## src/rtl/spi_shift_pkg.sv

```systemverilog
package spi_shift_pkg;
  localparam int BYTE_W = 8;
  localparam int LANES  = 4;

  typedef enum logic [1:0] {LW_X1 = 2'd0, LW_X2 = 2'd1, LW_X4 = 2'd2} lane_w_e;

  typedef enum logic [2:0] {PH_IDLE, PH_LEAD, PH_HIGH, PH_LOW, PH_TAIL} phase_e;

  // code 3 is folded onto single lane
  function automatic logic [1:0] norm_width(input logic [1:0] w);
    return (w == 2'd3) ? LW_X1 : w;
  endfunction

  function automatic int unsigned lanes_of(input logic [1:0] w);
    case (norm_width(w))
      LW_X2:   return 2;
      LW_X4:   return 4;
      default: return 1;
    endcase
  endfunction

  function automatic int unsigned pulses_of(input logic [1:0] w);
    return BYTE_W / lanes_of(w);
  endfunction

  function automatic logic [LANES-1:0] oe_of(input logic [1:0] w, input logic rx);
    case (norm_width(w))
      LW_X2:   return rx ? 4'b0000 : 4'b0011;
      LW_X4:   return rx ? 4'b0000 : 4'b1111;
      default: return 4'b0001;
    endcase
  endfunction
endpackage

```

## src/rtl/spi_half_timer.sv

```systemverilog
module spi_half_timer #(
  parameter int CLK_DIV = 2
) (
  input  logic clk,
  input  logic rst_n,
  input  logic run,
  output logic tick
);
  localparam int CNT_W = $clog2(CLK_DIV + 1);
  logic [CNT_W-1:0] cnt;

  assign tick = run && (cnt == CNT_W'(CLK_DIV - 1));

  always_ff @(posedge clk or negedge rst_n) begin
    if (!rst_n)            cnt <= '0;
    else if (!run || tick) cnt <= '0;
    else                   cnt <= cnt + 1'b1;
  end
endmodule

```

## src/rtl/spi_lane_shift.sv

```systemverilog
module spi_lane_shift
  import spi_shift_pkg::*;
#(
  parameter int BW = BYTE_W
) (
  input  logic          clk,
  input  logic          rst_n,
  input  logic          load,
  input  logic [BW-1:0] load_val,
  input  logic [1:0]    width,
  input  logic          shift,
  input  logic          sample,
  input  logic [3:0]    io_in,
  output logic [3:0]    lane_out,
  output logic [BW-1:0] rx_byte
);
  logic [BW-1:0] tx_sh;
  logic [BW-1:0] rx_sh;

  always_ff @(posedge clk or negedge rst_n) begin
    if (!rst_n) begin
      tx_sh <= '0;
      rx_sh <= '0;
    end else if (load) begin
      tx_sh <= load_val;
      rx_sh <= '0;
    end else begin
      if (shift) begin
        case (width)
          LW_X2:   tx_sh <= {tx_sh[BW-3:0], 2'b00};
          LW_X4:   tx_sh <= {tx_sh[BW-5:0], 4'b0000};
          default: tx_sh <= {tx_sh[BW-2:0], 1'b0};
        endcase
      end
      if (sample) begin
        case (width)
          LW_X2:   rx_sh <= {rx_sh[BW-3:0], io_in[1:0]};
          LW_X4:   rx_sh <= {rx_sh[BW-5:0], io_in};
          default: rx_sh <= {rx_sh[BW-2:0], io_in[1]};
        endcase
      end
    end
  end

  // fixed bit-to-lane mapping: the top bits of the shifter sit on the highest lane in use
  for (genvar g = 0; g < 4; g++) begin : g_lane
    if (g < 2) begin : g_low
      assign lane_out[g] = (width == LW_X4) ? tx_sh[BW-4+g] :
                           (width == LW_X2) ? tx_sh[BW-2+g] :
                           (g == 0)         ? tx_sh[BW-1]   : 1'b0;
    end else begin : g_high
      assign lane_out[g] = (width == LW_X4) ? tx_sh[BW-4+g] : 1'b0;
    end
  end

  assign rx_byte = rx_sh;
endmodule

```

## src/rtl/spi_lane_shifter.sv

```systemverilog
module spi_lane_shifter
  import spi_shift_pkg::*;
#(
  parameter int CLK_DIV = 2
) (
  input  logic        clk,
  input  logic        rst_n,
  input  logic        req_valid,
  input  logic [7:0]  req_byte,
  input  logic [1:0]  req_width,
  input  logic        req_rx,
  output logic        busy,
  output logic        done,
  output logic [7:0]  rx_byte,
  output logic        sclk,
  output logic [3:0]  io_out,
  output logic [3:0]  io_oe,
  input  logic [3:0]  io_in
);
  localparam int BEAT_W = $clog2(BYTE_W);

  phase_e            phase;
  logic [1:0]        cur_width;
  logic              cur_rx;
  logic [BEAT_W-1:0] beats_left;
  logic              sclk_q, done_q;
  logic [3:0]        oe_q;
  logic [3:0]        lane_out;

  // named events
  logic accept, tick, timed, rise_ev, fall_ev, last_beat;

  assign accept    = req_valid && (phase == PH_IDLE);
  assign timed     = (phase == PH_LEAD) || (phase == PH_HIGH) || (phase == PH_LOW);
  assign rise_ev   = tick && (phase == PH_LEAD || phase == PH_LOW);
  assign fall_ev   = tick && (phase == PH_HIGH);
  assign last_beat = (beats_left == '0);

  spi_half_timer #(.CLK_DIV(CLK_DIV)) u_timer (
    .clk(clk), .rst_n(rst_n), .run(timed), .tick(tick)
  );

  spi_lane_shift #(.BW(BYTE_W)) u_shift (
    .clk(clk), .rst_n(rst_n),
    .load(accept),
    .load_val(req_rx ? 8'hFF : req_byte),
    .width(cur_width),
    .shift(fall_ev && !last_beat),
    .sample(fall_ev),
    .io_in(io_in),
    .lane_out(lane_out),
    .rx_byte(rx_byte)
  );

  always_ff @(posedge clk or negedge rst_n) begin
    if (!rst_n) begin
      phase      <= PH_IDLE;
      cur_width  <= LW_X1;
      cur_rx     <= 1'b0;
      beats_left <= '0;
      sclk_q     <= 1'b0;
      done_q     <= 1'b0;
      oe_q       <= '0;
    end else begin
      done_q <= 1'b0;
      case (phase)
        PH_IDLE: if (accept) begin
          phase      <= PH_LEAD;
          cur_width  <= norm_width(req_width);
          cur_rx     <= req_rx;
          oe_q       <= oe_of(req_width, req_rx);
          beats_left <= BEAT_W'(pulses_of(req_width) - 1);
        end
        PH_LEAD, PH_LOW: if (rise_ev) begin
          phase  <= PH_HIGH;
          sclk_q <= 1'b1;
        end
        PH_HIGH: if (fall_ev) begin
          sclk_q <= 1'b0;
          if (last_beat) phase <= PH_TAIL;
          else begin
            phase      <= PH_LOW;
            beats_left <= beats_left - 1'b1;
          end
        end
        PH_TAIL: begin
          phase  <= PH_IDLE;
          done_q <= 1'b1;
          oe_q   <= '0;
        end
        default: phase <= PH_IDLE;
      endcase
    end
  end

  assign busy   = (phase != PH_IDLE);
  assign done   = done_q;
  assign sclk   = sclk_q;
  assign io_oe  = oe_q;
  assign io_out = lane_out & oe_q;
endmodule

```

## config.mk

```make
export PLATFORM = sky130hd
export DESIGN_NAME = spi_lane_shifter
export DESIGN_NICKNAME = d
export VERILOG_FILES = /design/src/rtl/spi_shift_pkg.sv /design/src/rtl/spi_half_timer.sv /design/src/rtl/spi_lane_shift.sv /design/src/rtl/spi_lane_shifter.sv
export SDC_FILE = /design/constraint.sdc
export NUM_CORES = 1
export LEC_CHECK = 0
export ABC_AREA = 1
export BUFFER_PORTS_ARGS = -buffer_cell sky130_fd_sc_hd__buf_2
export CORE_MARGIN = 2
export CORE_UTILIZATION = 40
export DETAILED_ROUTE_END_ITERATION = 6
export PLACE_DENSITY_LB_ADDON = 0.1
export SYNTH_ARGS = -nofsm -noshare
export SYNTH_HDL_FRONTEND = slang
export SYNTH_SLANG_ARGS = --single-unit
```

## constraint.sdc

```tcl
create_clock -name clk -period 5.1 [get_ports clk]
set_clock_uncertainty 0.2 [all_clocks]
set_input_delay 1.53 -clock clk [delete_from_list [all_inputs] [get_ports clk]]
set_output_delay 1.53 -clock clk [all_outputs]
set_load 0.01 [all_outputs]
```

---- Word-level counts from Yosys, hierarchy flattened ----
Index checks and enable logic that the tools add are counted.
cells by class
  equal/unequal tests ..................... 14
  add/subtract/negate cells ............... 3
  bitwise operators ....................... 1
  reductions and logical operators ........ 25
  divide/modulo/power cells ............... 1
  multiplexer cells ....................... 36
operators with widths
  kind                                                                   count
  32-bit two-way mux                                                     2
  8-bit two-way mux                                                      5
  4-bit by 32-bit divider with 32-bit output, first input constant       1
  8-bit one-hot mux with 2 select lines                                  2
  3-bit two-way mux                                                      7
  4-bit one-hot mux with 2 select lines                                  2
  3-bit one-hot mux with 2 select lines                                  2
  2-bit nonzero test                                                     5
  1-bit two-way mux                                                      9
  3-bit one-hot mux with 3 select lines                                  1
  4-bit two-way mux                                                      2
  2-bit != test, second input constant                                   4
  2-bit by 1-bit equality test with 1-bit output, second input constant  3
  2-bit equality test, second input constant                             3
  3-bit by 2-bit equality test with 1-bit output, second input constant  2
  3-bit logical NOT                                                      2
  2-bit two-way mux                                                      3
  3-bit AND reduction                                                    2
  3-bit by 1-bit subtractor with 3-bit output, second input constant     2
  1-bit logical AND                                                      5
  4-bit AND                                                              1
  1-bit logical OR                                                       4
  2-bit AND reduction                                                    2
  4-bit AND reduction                                                    1
  other kinds (7)                                                        8
storage, ports and cells
  bits in registers ....................... 32
  input port bits ......................... 18
  output and inout port bits .............. 19
  word-level logic and storage cells ...... 89

---- Logic depth before layout (Yosys ltp) ----
Gate-level depths: netlist of run 1.
  depth in word-level cells ............... 10
  gate-level depth with buffers ........... 10
  mapped depth without buffers ............ 10

---- Cells and area by module ----
A second synthesis of run 1 with hierarchy kept.
unflattened totals
  cells, all modules ...................... 284
  area total of the unflattened synthesis .. 2023.2 sq um
modules (own cells, without submodules)
  module            times used  area an instance (sq um)  sequential area each (sq um)  cells an instance
  spi_lane_shift    1           1081.0                    400.4                         158
  spi_lane_shifter  1           853.3                     325.3                         116
  spi_half_timer    1           88.8                      50.0                          10

---- Least setup slack after synthesis of run 1 ----
OpenSTA, ideal clock, no wires.
  path kind ............................... reg2out
  start ................................... register cur_width[1]
  end ..................................... output port io_out[1]
  arrival ................................. 1.261 ns
  slack ................................... 2.109 ns
  cell stages (with the launch flop) ...... 6
  data required time ...................... 3.370 ns
  path buffers ............................ 1
  path through ............................ dfrtp_1 > inv_1 > ha_1 > clkbuf_1 > a21oi_1 > a211oi_1
on the way
  cells in the longest elaborated chain, start to end .. 4
  elaborated cells between the ends (all ways) .. 5
  those cells by class .................... eq/ne: 2; mux: 2; bitwise: 1
ends and longest elaborated chain
  item                                            RTL line                 source
  from (decl)                                     spi_lane_shifter.sv:23   logic [1:0] cur_width;
  from (signal assigned)                          spi_lane_shifter.sv:69   cur_width <= norm_width(req_width);
  2-bit by 1-bit equality test with 1-bit output  spi_lane_shift.sv:49     (width == LW_X2) ? tx_sh[BW-2+g] :
  1-bit two-way mux                               spi_lane_shift.sv:49
  1-bit two-way mux *                             spi_lane_shift.sv:48     assign lane_out[g] = (width == LW_X4) ? tx_sh[BW-4+g] :
  4-bit AND *                                     spi_lane_shifter.sv:100  assign io_out = lane_out & oe_q;
  to (decl)                                       spi_lane_shifter.sv:16   output logic [3:0] io_out,
Every way passes the cells marked *; elsewhere a longest branch is shown, timed or not.

---- Worst setup path after layout of run 1 ----
  start ................................... register cur_width[0]
  end ..................................... output port io_out[0]
Same word-level chain as after synthesis.

==> metrics, run 1 <==
Die W=73.6 um; leakage=1.15 nW; max_cap viols=0; Worst-path clk slew=approximately 0.06 ns; hold depth=1; Unique masters post-synth=31; Final HPWL DP=3420 um; ys async rst share=1.00; worst-case headroom to the max-slew limit=0.529; core area=0.00469 mm^2; Setup-failing EPs final=0; full die area=0.00541 mm^2; Worst Path Arrival=1.80 ns; post-route cell area=approximately 0.0022 mm^2; met1 wire length=2220 um; input/output buffers=36; layout cells sized above 1=0.205; routed vias/inst=between 5 and 6; Max H-tree Level=2; startpoint types=register; pin count of the biggest net entering global routing=32; vias in the first global route=1717; hold path startpoint=u_timer.cnt[0]; top-area cell type share of the netlist area=0.401; gr usage total=0.192; Vert. Die Dim=73.6 um; post-synthesis sequential area ratio=0.401; critical path's largest stage delay=0.43 ns; Worst Tran Pin Value=about 0.71 ns; FF+latch count, synth=31; PD cells=598 mW/mm^2; synthesis-to-layout area growth=14.0%; Yosys top cell by area=dfrtp_1; clk buf depth=2; final hold violations=0; Hold Path End=u_timer.cnt[0]; Sink Count=31; reg2reg path depth=8; CP Cell Sequence=inv_1, ha_1, inv_1, o21a_1, o21ai_0, inv_1, buf_2; reg2reg end=u_shift.tx_sh[4]; post-CTS sizing=0; drt drc=0; crit path capture type=primary output; TritonCTS buffer count=5; max-slew violations=0; clock period minus worst slack=3.53 ns; Worst path slowest cell=ha_1; Final nets=around 320; via count=1778; synth top area cells=dfrtp_1 (40%), nand2_1 (14%), o21ai_0 (7.0%); antenna violations before repair=0; critical-path maximum fanout=13; DR pass1 iterations=4; Initial Utilization=0.413; Ant. Diodes=0; fraction of the cycle the final worst path needs=0.693; uppermost layer routed=met4; commonest non-fill, non-tap cells in the layout=nand2_1 (70), buf_2 (36), inv_1 (34); run status=completed; drt wl/cell=13.7 um; syn nets=282; routed wire length=4730 um; CP Class=register to primary output; synthesized area=0.00194 mm^2; FF-to-FF Start=cur_width[0]; clk_lat worst skew=0.28 ns; r2r setup slk=2.66 ns; Root Buffer=clkbuf_8; WL met3=179 um; I/O pins=37; num rows=25; Post-CTS Setup Bufs=0; Post-CTS Hold Buffers=0; Mean Syn Cell Area=approximately 7.6 um^2; Synth warnings=0; Initial DRC Count=136; Setup TNS=0 ns; commonest non-fill, non-tap cell in the layout=nand2_1; DRT antenna net count=0; Peak VDD IR=slightly below 0.3 mV; worst path required time=3.37 ns; Main synth FF type=dfrtp_1; unrepaired setup endpoints after global routing=no; fmax=283 MHz; met2 WL=~2300 um; first-pass GRT wire length=7960 um; CTS tree=built; gr ovfl total=0; GPL Wtd Cong=0.778; synthesized instance count=between 200 and 300; worst hold path class=register to register; CP dominant cell by count=inv_1; Area after DPL=0.00213 mm^2; Filler cells=497; Post-synth EDFFs=0
-- per-stage QoR --
| step | power (mW) | util | hold slack, ns | instances | setup slack, ns |
|---|---|---|---|---|---|
| floorplan | 0.965 | - | 0.216 | 256 | 2.11 |
| global placement | 1.13 | 0.453 | 0.232 | 338 | 1.93 |
| detailed placement | 1.14 | 0.453 | 0.240 | 338 | 1.87 |
| CTS | 1.33 | 0.470 | 0.249 | 346 | 1.57 |
| global route | 1.47 | 0.470 | 0.275 | 346 | 1.35 |
| finish | 1.32 | 0.470 | 0.253 | 346 | 1.57 |
-- cells in the mapped netlist (2+ instances only) --
master	number
nor2_1	5
buf_4	2
nand3_1	26
nand2_1	70
inv_2	2
nand3b_1	2
nand3_2	3
dfrtp_1	31
o21ai_0	27
nor2_4	3
nand4_1	4
inv_1	34
o211ai_1	5
or2_2	5
ha_1	8
a21oi_1	7
o21ai_1	2
clkbuf_1	3
nor3_1	4
nor4_1	2
-- worst max path at each step --
stage          depth (start not counted)        end  slack (ns)    startpoint
2_1_floorplan                          5  io_out[1]        2.11  cur_width[1]
3_3_place_gp                           7  io_out[0]        1.93  cur_width[0]
3_5_place_dp                           7  io_out[0]        1.87  cur_width[0]
4_1_cts                                7  io_out[0]        1.57  cur_width[0]
5_1_grt                                7  io_out[0]        1.35  cur_width[0]
6_report                               7  io_out[0]        1.57  cur_width[0]
-- area by class of cell --
class	instances	area [um^2]	area share
clock buffers	7	76.3	0.0346
inverters	38	145	0.0658
repair buffers	36	180	0.0816
flip-flops and latches	31	776	0.351
clock inverters	1	5.00	0.00227
well taps	54	67.6	0.0306
multi-input cells	179	957	0.434
-- registers in the layout, indices dropped and copies added (netlist names) --
register         count
u_shift.tx_sh        8
io_oe                3
u_shift.rx_byte      8
sclk                 1
u_timer.cnt          2
phase                3
beats_left           3
cur_width            2
done                 1
-- cell families after synthesis --
kind of cell	count (synthesis)	synth area share
buf+inv	46	0.105
flops	31	0.401
compound gates	44	0.125
fa+ha+maj	8	0.0517
simple gates	127	0.317
-- where the power goes --
part	internal (mW)	switching, mW	total (mW)
Clock	0.0957	0.0914	0.187
Combinational	0.245	0.461	0.706
Sequential	0.340	0.0855	0.426
Total	0.681	0.638	1.32
-- worst max-delay path: cells and delay by family (launching register included) --
| family | cells | cell delay [ns] |
|---|---|---|
| buffers and inverters | 4 | 0.44 |
| AO/OA/AOI/OAI | 2 | 0.27 |
| adder cells (fa/ha/maj) | 1 | 0.43 |
| flip-flops | 1 | 0.39 |
-- metal layers --
layer | up-vias | GRT usage
met2 | 32 | 0.311
li1 | 903 | -
met5 | - | 0
met4 | 0 | 0.0485
met1 | 841 | 0.260
met3 | 2 | 0.0425
(Power assumes the default switching activity.)
==> run 2: changes to the inputs <==
Clock period 5.1 ns to 3.5 ns, I/O delays scaled along.
==> metrics, run 2 (synthesized netlist as in run 1, its figures left out) <==
Ant. Diodes=0 (unchanged); clk_lat worst skew=0.28 ns (about the same); Worst Path Arrival=1.80 ns (about the same); switching part of the total power=0.465 (-0.0181); critical path's largest stage delay=0.42 ns (about the same); Setup WS pre-CTS=0.755 ns (-1.12 ns); drt wl/cell=13.3 um (-2.8%); Final HPWL DP=3360 um (-1.8%); commonest non-fill, non-tap cells in the layout=nand2_1 (70), buf_2 (36), inv_1 (34); Filler cells=501 (+0.80%); leakage=1.16 nW (+0.79%); Pint=1.06 mW (+56%); startpoint types=register; final hold violations=0 (unchanged); Setup TNS=0 ns (unchanged); unrepaired setup endpoints after global routing=no; CP Class=register to primary output; input/output buffers=36 (unchanged); Initial DRC Count=139 (+2.2%); worst-case headroom to the max-slew limit=0.522 (-0.00751); fmax=between 300 and 400 MHz; clk buf depth=2 (unchanged); DR pass1 iterations=4 (unchanged); CTS tree=built; gr usage total=0.193 (+0.000561); critical-path maximum fanout=13 (unchanged); num rows=25 (unchanged); Worst-path clk slew=0.06 ns (about the same); drt drc=0 (unchanged); PD cells=891 mW/mm^2 (+49%); DRT antenna net count=0 (unchanged); Post-CTS Hold Buffers=0 (unchanged); CP dominant cell by count=inv_1; sequential cell area=776 um^2 (unchanged); synthesis-to-layout area growth=15.1%; Worst path slowest cell=ha_1; max_cap viols=0 (unchanged); core area=0.00469 mm^2 (unchanged); Root Buffer=clkbuf_8; Max H-tree Level=2 (unchanged); commonest non-fill, non-tap cell in the layout=nand2_1; fraction of the cycle the final worst path needs=0.872; worst path required time=2.25 ns (-1.12 ns); full die area=0.00541 mm^2 (unchanged); Peak VDD IR=0.448 mV (+52%); layout cells sized above 1=0.206 (+0.000706); Comb pwr share=0.516 (-0.019); Sw Pwr=0.924 mW (+45%); Area after DPL=0.00213 mm^2 (unchanged); r2r setup slk=1.05 ns (-1.61 ns); routed vias/inst=5.22 (+1.5%); gr ovfl total=0 (unchanged); area of the multi-input gates=957 um^2 (unchanged); first-pass GRT wire length=7830 um (-1.6%); I/O pins=37 (unchanged); pin count of the biggest net entering global routing=32 (unchanged); run status=completed; crit path capture type=primary output; Vert. Die Dim=73.6 um (unchanged); post-route cell area=0.00223 mm^2 (+0.96%); vias in the first global route=1681 (-2.1%); clock period minus worst slack=3.05 ns; Sink Count=31 (unchanged); GPL Wtd Cong=0.782 (+0.45%); worst hold path class=register to register; via count=1800 (+1.2%); share of the core filled with cells=0.475 (+0.00453); antenna violations before repair=0 (unchanged); Flop pwr share=0.311 (-0.012); Setup-failing EPs final=0 (unchanged); Worst Tran Pin Value=0.718 ns (+0.0113 ns); Initial Utilization=0.413 (unchanged); Final nets=317 (unchanged); Hold WS=0.243 ns (-0.00976 ns); clock share of power=0.173 (+0.031); routed wire length=4580 um (-3.1%); TritonCTS buffer count=5 (unchanged); Tot Pwr=1.98 mW (+50%); Post-Place Cells=338 (unchanged); post-CTS sizing=0 (unchanged); worst setup margin=0.447 ns (-1.12 ns); max-slew violations=0 (unchanged); Die W=73.6 um (unchanged); Post-CTS Setup Bufs=0 (unchanged); CP Cell Sequence=inv_1, ha_1, inv_1, o21a_1, o21ai_0, inv_1, buf_2; fin cells=345 (-0.29%)
run 2: path summary, 6_finish.rpt:
check | startpoint | end | depth (start not counted)
min reg2reg | u_timer.cnt[0] | u_timer.cnt[0] | 1
max | cur_width[0] | io_out[0] | 7
max reg2reg | cur_width[0] | u_shift.tx_sh[4] | 8
min | u_timer.cnt[0] | u_timer.cnt[0] | 1
min in group asynchronous | rst_n | u_shift.rx_byte[0] | 1
max in group asynchronous | rst_n | beats_left[0] | 1
run 2: area by class of cell:
class / instances / share of cell area
clock buffers: 6 / 0.0326
well taps: 54 / 0.0303
inverters: 38 / 0.0651
repair buffers: 36 / 0.0809
multi-input cells: 179 / 0.430
flip-flops and latches: 31 / 0.348
clock inverters: 1 / 0.0135
run 2: worst max-delay path: cells and delay by family, from the launching register on:
kind / cells / cell delay, ns
compound gates: 2 / 0.27
fa+ha+maj: 1 / 0.42
flops: 1 / 0.40
buf+inv: 4 / 0.44
run 2: power groups by stage:
stage,Clock (mW),Combinational (mW),Sequential [mW]
final,0.343,1.02,0.618
after global routing,0.371,1.18,0.642
after CTS,0.354,1.03,0.617
after detailed placement,0,1.03,0.622
after global placement,0,1.02,0.622
after floorplan,0,0.789,0.617
run 2: per-layer routing:
layer | wire length [um] | track usage | up-vias
li1 | - | - | 904
met1 | 2180 | 0.253 | 856
met2 | 2140 | 0.307 | 32
met3 | 196 | 0.0466 | 8
met4 | 73 | 0.0727 | 0
met5 | 0 | 0 | -
